[config.mk]
export PLATFORM = sky130hd
export DESIGN_NAME = hdb3_viol_detect
export DESIGN_NICKNAME = d
export VERILOG_FILES = /design/src/rtl/hdb3_pkg.sv /design/src/rtl/hdb3_datapath.sv /design/src/rtl/hdb3_ctrl.sv /design/src/rtl/hdb3_viol_detect.sv
export SDC_FILE = /design/constraint.sdc
export NUM_CORES = 1
export LEC_CHECK = 0
export BUFFER_PORTS_ARGS = -buffer_cell sky130_fd_sc_hd__buf_2
export CORE_AREA = 3 3 40 42
export DETAILED_ROUTE_END_ITERATION = 6
export DIE_AREA = 0 0 43 45
export GPL_ROUTABILITY_DRIVEN = 0
export PLACE_DENSITY = 0.5
export SKIP_CTS_REPAIR_TIMING = 1
export SLEW_MARGIN = 40
export SYNTH_ARGS = -nofsm -noshare
export SYNTH_HDL_FRONTEND = slang
export SYNTH_SLANG_ARGS = --single-unit
[constraint.sdc]
create_clock -name clk -period 4.1 [get_ports clk]
set_input_delay 0.205 -clock clk [delete_from_list [all_inputs] [get_ports clk]]
set_output_delay 0.205 -clock clk [all_outputs]
set_load 0.03 [all_outputs]
[src/rtl/hdb3_pkg.sv]
package hdb3_pkg;
  // Strobes from control to datapath, valid for one symbol
  typedef struct packed {
    logic updMark;  // store markPol as the latest mark polarity
    logic markPol;  // 1 = positive
    logic updViol;  // store markPol as the latest violation polarity
    logic clrZero;  // clear the zero-run counter
    logic incZero;  // advance the zero-run counter
  } hdb3Strobe_t;
endpackage

[src/rtl/hdb3_datapath.sv]
module hdb3_datapath
  import hdb3_pkg::*;
#(
  parameter int ZERO_RUN = 4,
  localparam int CNT_W = $clog2(ZERO_RUN + 1)
) (
  input  logic             clk,
  input  logic             rstN,
  input  hdb3Strobe_t      stb,
  input  logic             symValid,
  input  logic             posRail,
  input  logic             negRail,
  output logic             haveMark,
  output logic             lastMarkPol,
  output logic             haveViol,
  output logic             lastViolPol,
  output logic [CNT_W-1:0] zeroCnt
);

  always_ff @(posedge clk) begin
    if (!rstN) begin
      haveMark    <= 1'b0;
      lastMarkPol <= 1'b0;
      haveViol    <= 1'b0;
      lastViolPol <= 1'b0;
      zeroCnt     <= '0;
    end else begin
      if (stb.updMark) begin
        haveMark    <= 1'b1;
        lastMarkPol <= stb.markPol;
      end
      if (stb.updViol) begin
        haveViol    <= 1'b1;
        lastViolPol <= stb.markPol;
      end
      if (stb.clrZero)      zeroCnt <= '0;
      else if (stb.incZero) zeroCnt <= zeroCnt + 1'b1;
    end
  end

  // the counter never runs past the run length
  a_r6_zero_saturate: assert property (@(posedge clk) disable iff (!rstN)
    zeroCnt <= CNT_W'(ZERO_RUN));

  // a both-rails-high symbol leaves the zero run empty
  a_r8_both_clears: assert property (@(posedge clk) disable iff (!rstN)
    $past(symValid && posRail && negRail) |-> zeroCnt == '0);

  // idle cycles leave the history untouched
  a_r10_idle_hold: assert property (@(posedge clk) disable iff (!rstN)
    !$past(symValid) |-> ($stable(lastMarkPol) && $stable(haveMark)
                          && $stable(lastViolPol) && $stable(zeroCnt)));

endmodule

[src/rtl/hdb3_ctrl.sv]
module hdb3_ctrl
  import hdb3_pkg::*;
#(
  parameter int ZERO_RUN = 4,
  localparam int CNT_W = $clog2(ZERO_RUN + 1)
) (
  input  logic             clk,
  input  logic             rstN,
  input  logic             symValid,
  input  logic             posRail,
  input  logic             negRail,
  input  logic             hdb3Mode,
  input  logic             enBpv,
  input  logic             enCodeV,
  input  logic             enZeroV,
  input  logic             haveMark,
  input  logic             lastMarkPol,
  input  logic             haveViol,
  input  logic             lastViolPol,
  input  logic [CNT_W-1:0] zeroCnt,
  output hdb3Strobe_t      stb,
  output logic             errPulse
);

  logic polMark, anyMark, isZero;
  logic bpvHit, codeHit, zeroHit, errNext;

  always_comb begin
    polMark = symValid && (posRail ^ negRail);
    anyMark = symValid && (posRail || negRail);
    isZero  = symValid && !posRail && !negRail;

    bpvHit  = polMark && haveMark && (posRail == lastMarkPol);
    codeHit = bpvHit && haveViol && (posRail == lastViolPol);
    zeroHit = isZero && (zeroCnt == CNT_W'(ZERO_RUN - 1));

    stb.updMark = polMark;
    stb.markPol = posRail;
    stb.updViol = bpvHit;
    stb.clrZero = anyMark;
    stb.incZero = isZero && (zeroCnt < CNT_W'(ZERO_RUN));

    errNext = (bpvHit && enBpv)
            || (codeHit && enCodeV && hdb3Mode)
            || (zeroHit && enZeroV && hdb3Mode);
  end

  always_ff @(posedge clk) begin
    if (!rstN) errPulse <= 1'b0;
    else       errPulse <= errNext;
  end

  // a report always traces back to a taken symbol
  a_r10_needs_symbol: assert property (@(posedge clk) disable iff (!rstN)
    errPulse |-> $past(symValid));

  // without the bipolar enable, only HDB3 mode can report
  a_r7_mode_gate: assert property (@(posedge clk) disable iff (!rstN)
    (errPulse && !$past(enBpv)) |-> $past(hdb3Mode));

  // all classes disabled means silence
  a_r9_all_off: assert property (@(posedge clk) disable iff (!rstN)
    !$past(enBpv || enCodeV || enZeroV) |-> !errPulse);

  // a both-high symbol is never itself a violation
  a_r8_both_silent: assert property (@(posedge clk) disable iff (!rstN)
    $past(symValid && posRail && negRail) |-> !errPulse);

endmodule

[src/rtl/hdb3_viol_detect.sv]
module hdb3_viol_detect
  import hdb3_pkg::*;
#(
  parameter int ZERO_RUN = 4,
  localparam int CNT_W = $clog2(ZERO_RUN + 1)
) (
  input  logic clk,
  input  logic rstN,
  input  logic symValid,
  input  logic posRail,
  input  logic negRail,
  input  logic hdb3Mode,
  input  logic enBpv,
  input  logic enCodeV,
  input  logic enZeroV,
  output logic errPulse
);

  hdb3Strobe_t      stb;
  logic             haveMark, lastMarkPol, haveViol, lastViolPol;
  logic [CNT_W-1:0] zeroCnt;

  hdb3_ctrl #(.ZERO_RUN(ZERO_RUN)) u_ctrl (
    .clk(clk), .rstN(rstN), .symValid(symValid), .posRail(posRail),
    .negRail(negRail), .hdb3Mode(hdb3Mode), .enBpv(enBpv),
    .enCodeV(enCodeV), .enZeroV(enZeroV), .haveMark(haveMark),
    .lastMarkPol(lastMarkPol), .haveViol(haveViol),
    .lastViolPol(lastViolPol), .zeroCnt(zeroCnt), .stb(stb),
    .errPulse(errPulse)
  );

  hdb3_datapath #(.ZERO_RUN(ZERO_RUN)) u_dp (
    .clk(clk), .rstN(rstN), .stb(stb), .symValid(symValid),
    .posRail(posRail), .negRail(negRail), .haveMark(haveMark),
    .lastMarkPol(lastMarkPol), .haveViol(haveViol),
    .lastViolPol(lastViolPol), .zeroCnt(zeroCnt)
  );

endmodule

==> results.json <==
{
  "grt_pass1_wl_um": 1373,
  "post_dr_vias_cell": 4.901,
  "setup_viol": 0,
  "type_of_element_capturing_the_critical_path": "flip-flop",
  "design.core.area_mm2": 0.001285,
  "synth.top_cell.area_share_pct": 37.76,
  "relative_slew_margins_pct": 74.82,
  "powerDensity_mw_per_mm2": 330.7,
  "syn_area_um2": 424.2,
  "via_count_of_the_first_global_routing_pass": 335,
  "worst-endpoint-arrival_ns": 1.62,
  "skew_ns": 0.003060,
  "cts_made_buffers": 3,
  "worst_setup_slack_post_dpl_ns": 2.670,
  "most_repeated_cell_in_the_gate_level_netlist_after_synthesis": "dfxtp_1",
  "drc": 0,
  "fraction_of_final_layout_cells_sized_beyond_drive_strength_1_pct": 25.00,
  "stdcell_area_um2": 491.7,
  "largest_area_contributor_in_the_netlist": "dfxtp_1",
  "total_nets_after_synthesis": 59,
  "criticalPathCategory": "reg -> reg",
  "dr_total_vias": 348,
  "area_growth_syn_to_layout_pct": 15.93,
  "minimum_period_implied_by_the_final_worst_setup_slack_ns": 1.438,
  "cellLeakagePower_uw": 0.0002074,
  "comb_power_share_pct": 11.7,
  "setup_repair_after_global_routing_missed_its_margin": "no",
  "wl_um": 790,
  "drt.antenna.violating_nets": 0,
  "dr.first_iter.drc_count": 1,
  "h-tree-depth": 1,
  "final.setup.tns_ns": 0,
  "netlist_top_cells_count": "dfxtp_1, nand2_1",
  "initial_utilization_pct": 33.01,
  "synth_sequential_area_ratio_pct": 37.76,
  "post_synth_main_area_contributors": "dfxtp_1, ha_1, nor4b_4",
  "syn-instance-count": 47,
  "synthesis.area_per_instance_um2": 9.025,
  "cp_max_fo": 2,
  "antenna_cells": 0,
  "wl_per_cell_um": 11.13,
  "hold_viol_final": 0,
  "switching_power_uw": 40.62,
  "detailedRoute.firstPassIterationCount": 4,
  "fillerInstances": 135,
  "synth-seq-cells": 8,
  "cts.path.max_buffers": 2,
  "multiInputGateArea_um2": 230.2,
  "post_synth_edffs": 0,
  "gr-usage-met2_pct": 12.57,
  "min_delay_worst_type": "in -> reg",
  "chipWidth_um": 43,
  "grt_max_degree": 10,
  "boundaryPins": 10,
  "drv.max_cap_violation_count": 0,
  "die_area_mm2": 0.001935,
  "clock_latency_ns": 0.26,
  "netSwitchingFraction_pct": 24.98,
  "cts.root.buffer_cell": "clkbuf_4",
  "seqPwrFrac_pct": 50.2,
  "seqCellArea_um2": 160.2,
  "synth-async-reset-ratio_pct": 0,
  "grt_util_all_layers_pct": 10.00,
  "timing.final.crit_share_pct": 35.08,
  "cellInternalPower_uw": 122.0,
  "portBuffers": 9,
  "number_of_library_cell_types_mapped_by_synthesis": 23,
  "run_status": "finished clean",
  "timing.final.max_slew_violations": 0,
  "overflow": 0,
  "antenna_found_initial": 0,
  "cts.clk_slew.worst_paths_ns": 0.05,
  "floorplan.rows": 13,
  "ys.flop_type": "dfxtp_1",
  "grt_most_used_layer": "met2",
  "die_h_um": 45,
  "setup_slack_ns": 2.662,
  "tightestPinTransition_ns": 0.3737,
  "groute.layer.met1.usage_pct": 12.32,
  "synth-warning-count": 0,
  "critical_path.startpoint_type": "flip-flop",
  "tritoncts_num_sinks": 8,
  "cp.required_ns": 4.29,
  "tritoncts": "done",
  "nets": 70,
  "dpl_cell_area_um2": 469.2,
  "grtUsageMet3_pct": 4.781,
  "max_clock_freq_ghz": 0.6952,
  "p_clk_share_pct": 38.1,
  "total_power_uw": 162.6,
  "vdd_ir_drop_max_mv": 0.1528
}
## state kept, by name, indices dropped and copies added, names as in the netlist
name and count:
u_ctrl.errPulse 1, u_dp.lastViolPol 1, u_dp.lastMarkPol 1, u_dp.haveMark 1
u_dp.haveViol 1, u_dp.zeroCnt 3
## path summary, 6_finish.rpt
kind                                                    from  slack, ns                            to  cells after the start
worst min-delay path                                 enZeroV       0.22    u_ctrl.errPulse$_SDFF_PN0_                      3
worst max register to register  u_dp.zeroCnt[0]$_SDFFE_PP0P_       2.66  u_dp.zeroCnt[2]$_SDFFE_PP0P_                      4
worst max-delay path            u_dp.zeroCnt[0]$_SDFFE_PP0P_       2.66  u_dp.zeroCnt[2]$_SDFFE_PP0P_                      4
worst min register to register    u_dp.haveViol$_SDFFE_PN0N_       0.47    u_dp.haveViol$_SDFFE_PN0N_                      1
## cell type report
cell class | instances | share of cell area, %
multi-input cells | 32 | 46.82
flip-flops and latches | 8 | 32.57
well taps | 15 | 3.817
clock buffers | 3 | 4.580
inverters | 4 | 3.053
repair buffers | 9 | 9.160
## power by group through the flow
stage          Combinational (uW)  Clock (uW)  Sequential [uW]
2_1_floorplan                13.9           0             83.1
3_3_place_gp                 19.2           0             83.3
3_5_place_dp                 19.1           0             83.3
4_1_cts                      19.1        65.8             81.6
5_1_grt                      21.8        68.6             81.8
6_report                     19.0        61.9             81.6
## cell usage in the layout (no fill, tap or decap), types with 2 or more instances in the layout
cell / n
xor2_1: 2
inv_1: 3
nand2_1: 4
nand4_1: 2
ha_1: 3
nor2_1: 3
dfxtp_1: 8
o21ai_0: 3
buf_2: 9
a21oi_1: 2
nand3_1: 3
clkbuf_4: 3
## through the flow
step           cells  util [%]  hold WS, ns
6_report          71     38.27       0.2213
5_1_grt           71     38.27       0.2310
4_1_cts           71     38.27       0.2173
3_5_place_dp      68     36.51       0.4584
3_3_place_gp      68     36.51       0.4621
2_1_floorplan     47         -       0.3681
## worst max-delay path: stages, from the launching register on
cell	delay, ns
dfxtp_1	0.32
ha_1	0.20
ha_1	0.26
or4_1	0.46
a21oi_1	0.14
## routing by layer
layer  wire, um  vias up  share of wire [%]
met4          9        0                1.1
li1           -      185                  -
met5          0        -                  0
met1        391      150                 49
met2        321       11                 41
met3         68        2                8.6
## kinds of logic after synthesis
| family | after synthesis | share of synthesized area [%] |
|---|---|---|
| flip-flops | 8 | 37.76 |
| AO/OA/AOI/OAI | 10 | 15.34 |
| XOR/XNOR | 3 | 6.196 |
| adder cells (fa/ha/maj) | 3 | 8.851 |
| multiplexers | 1 | 2.360 |
| buffers and inverters | 7 | 7.962 |
| AND/OR/NAND/NOR | 15 | 21.53 |
No activity file was read; power rests on OpenSTA's default activity.
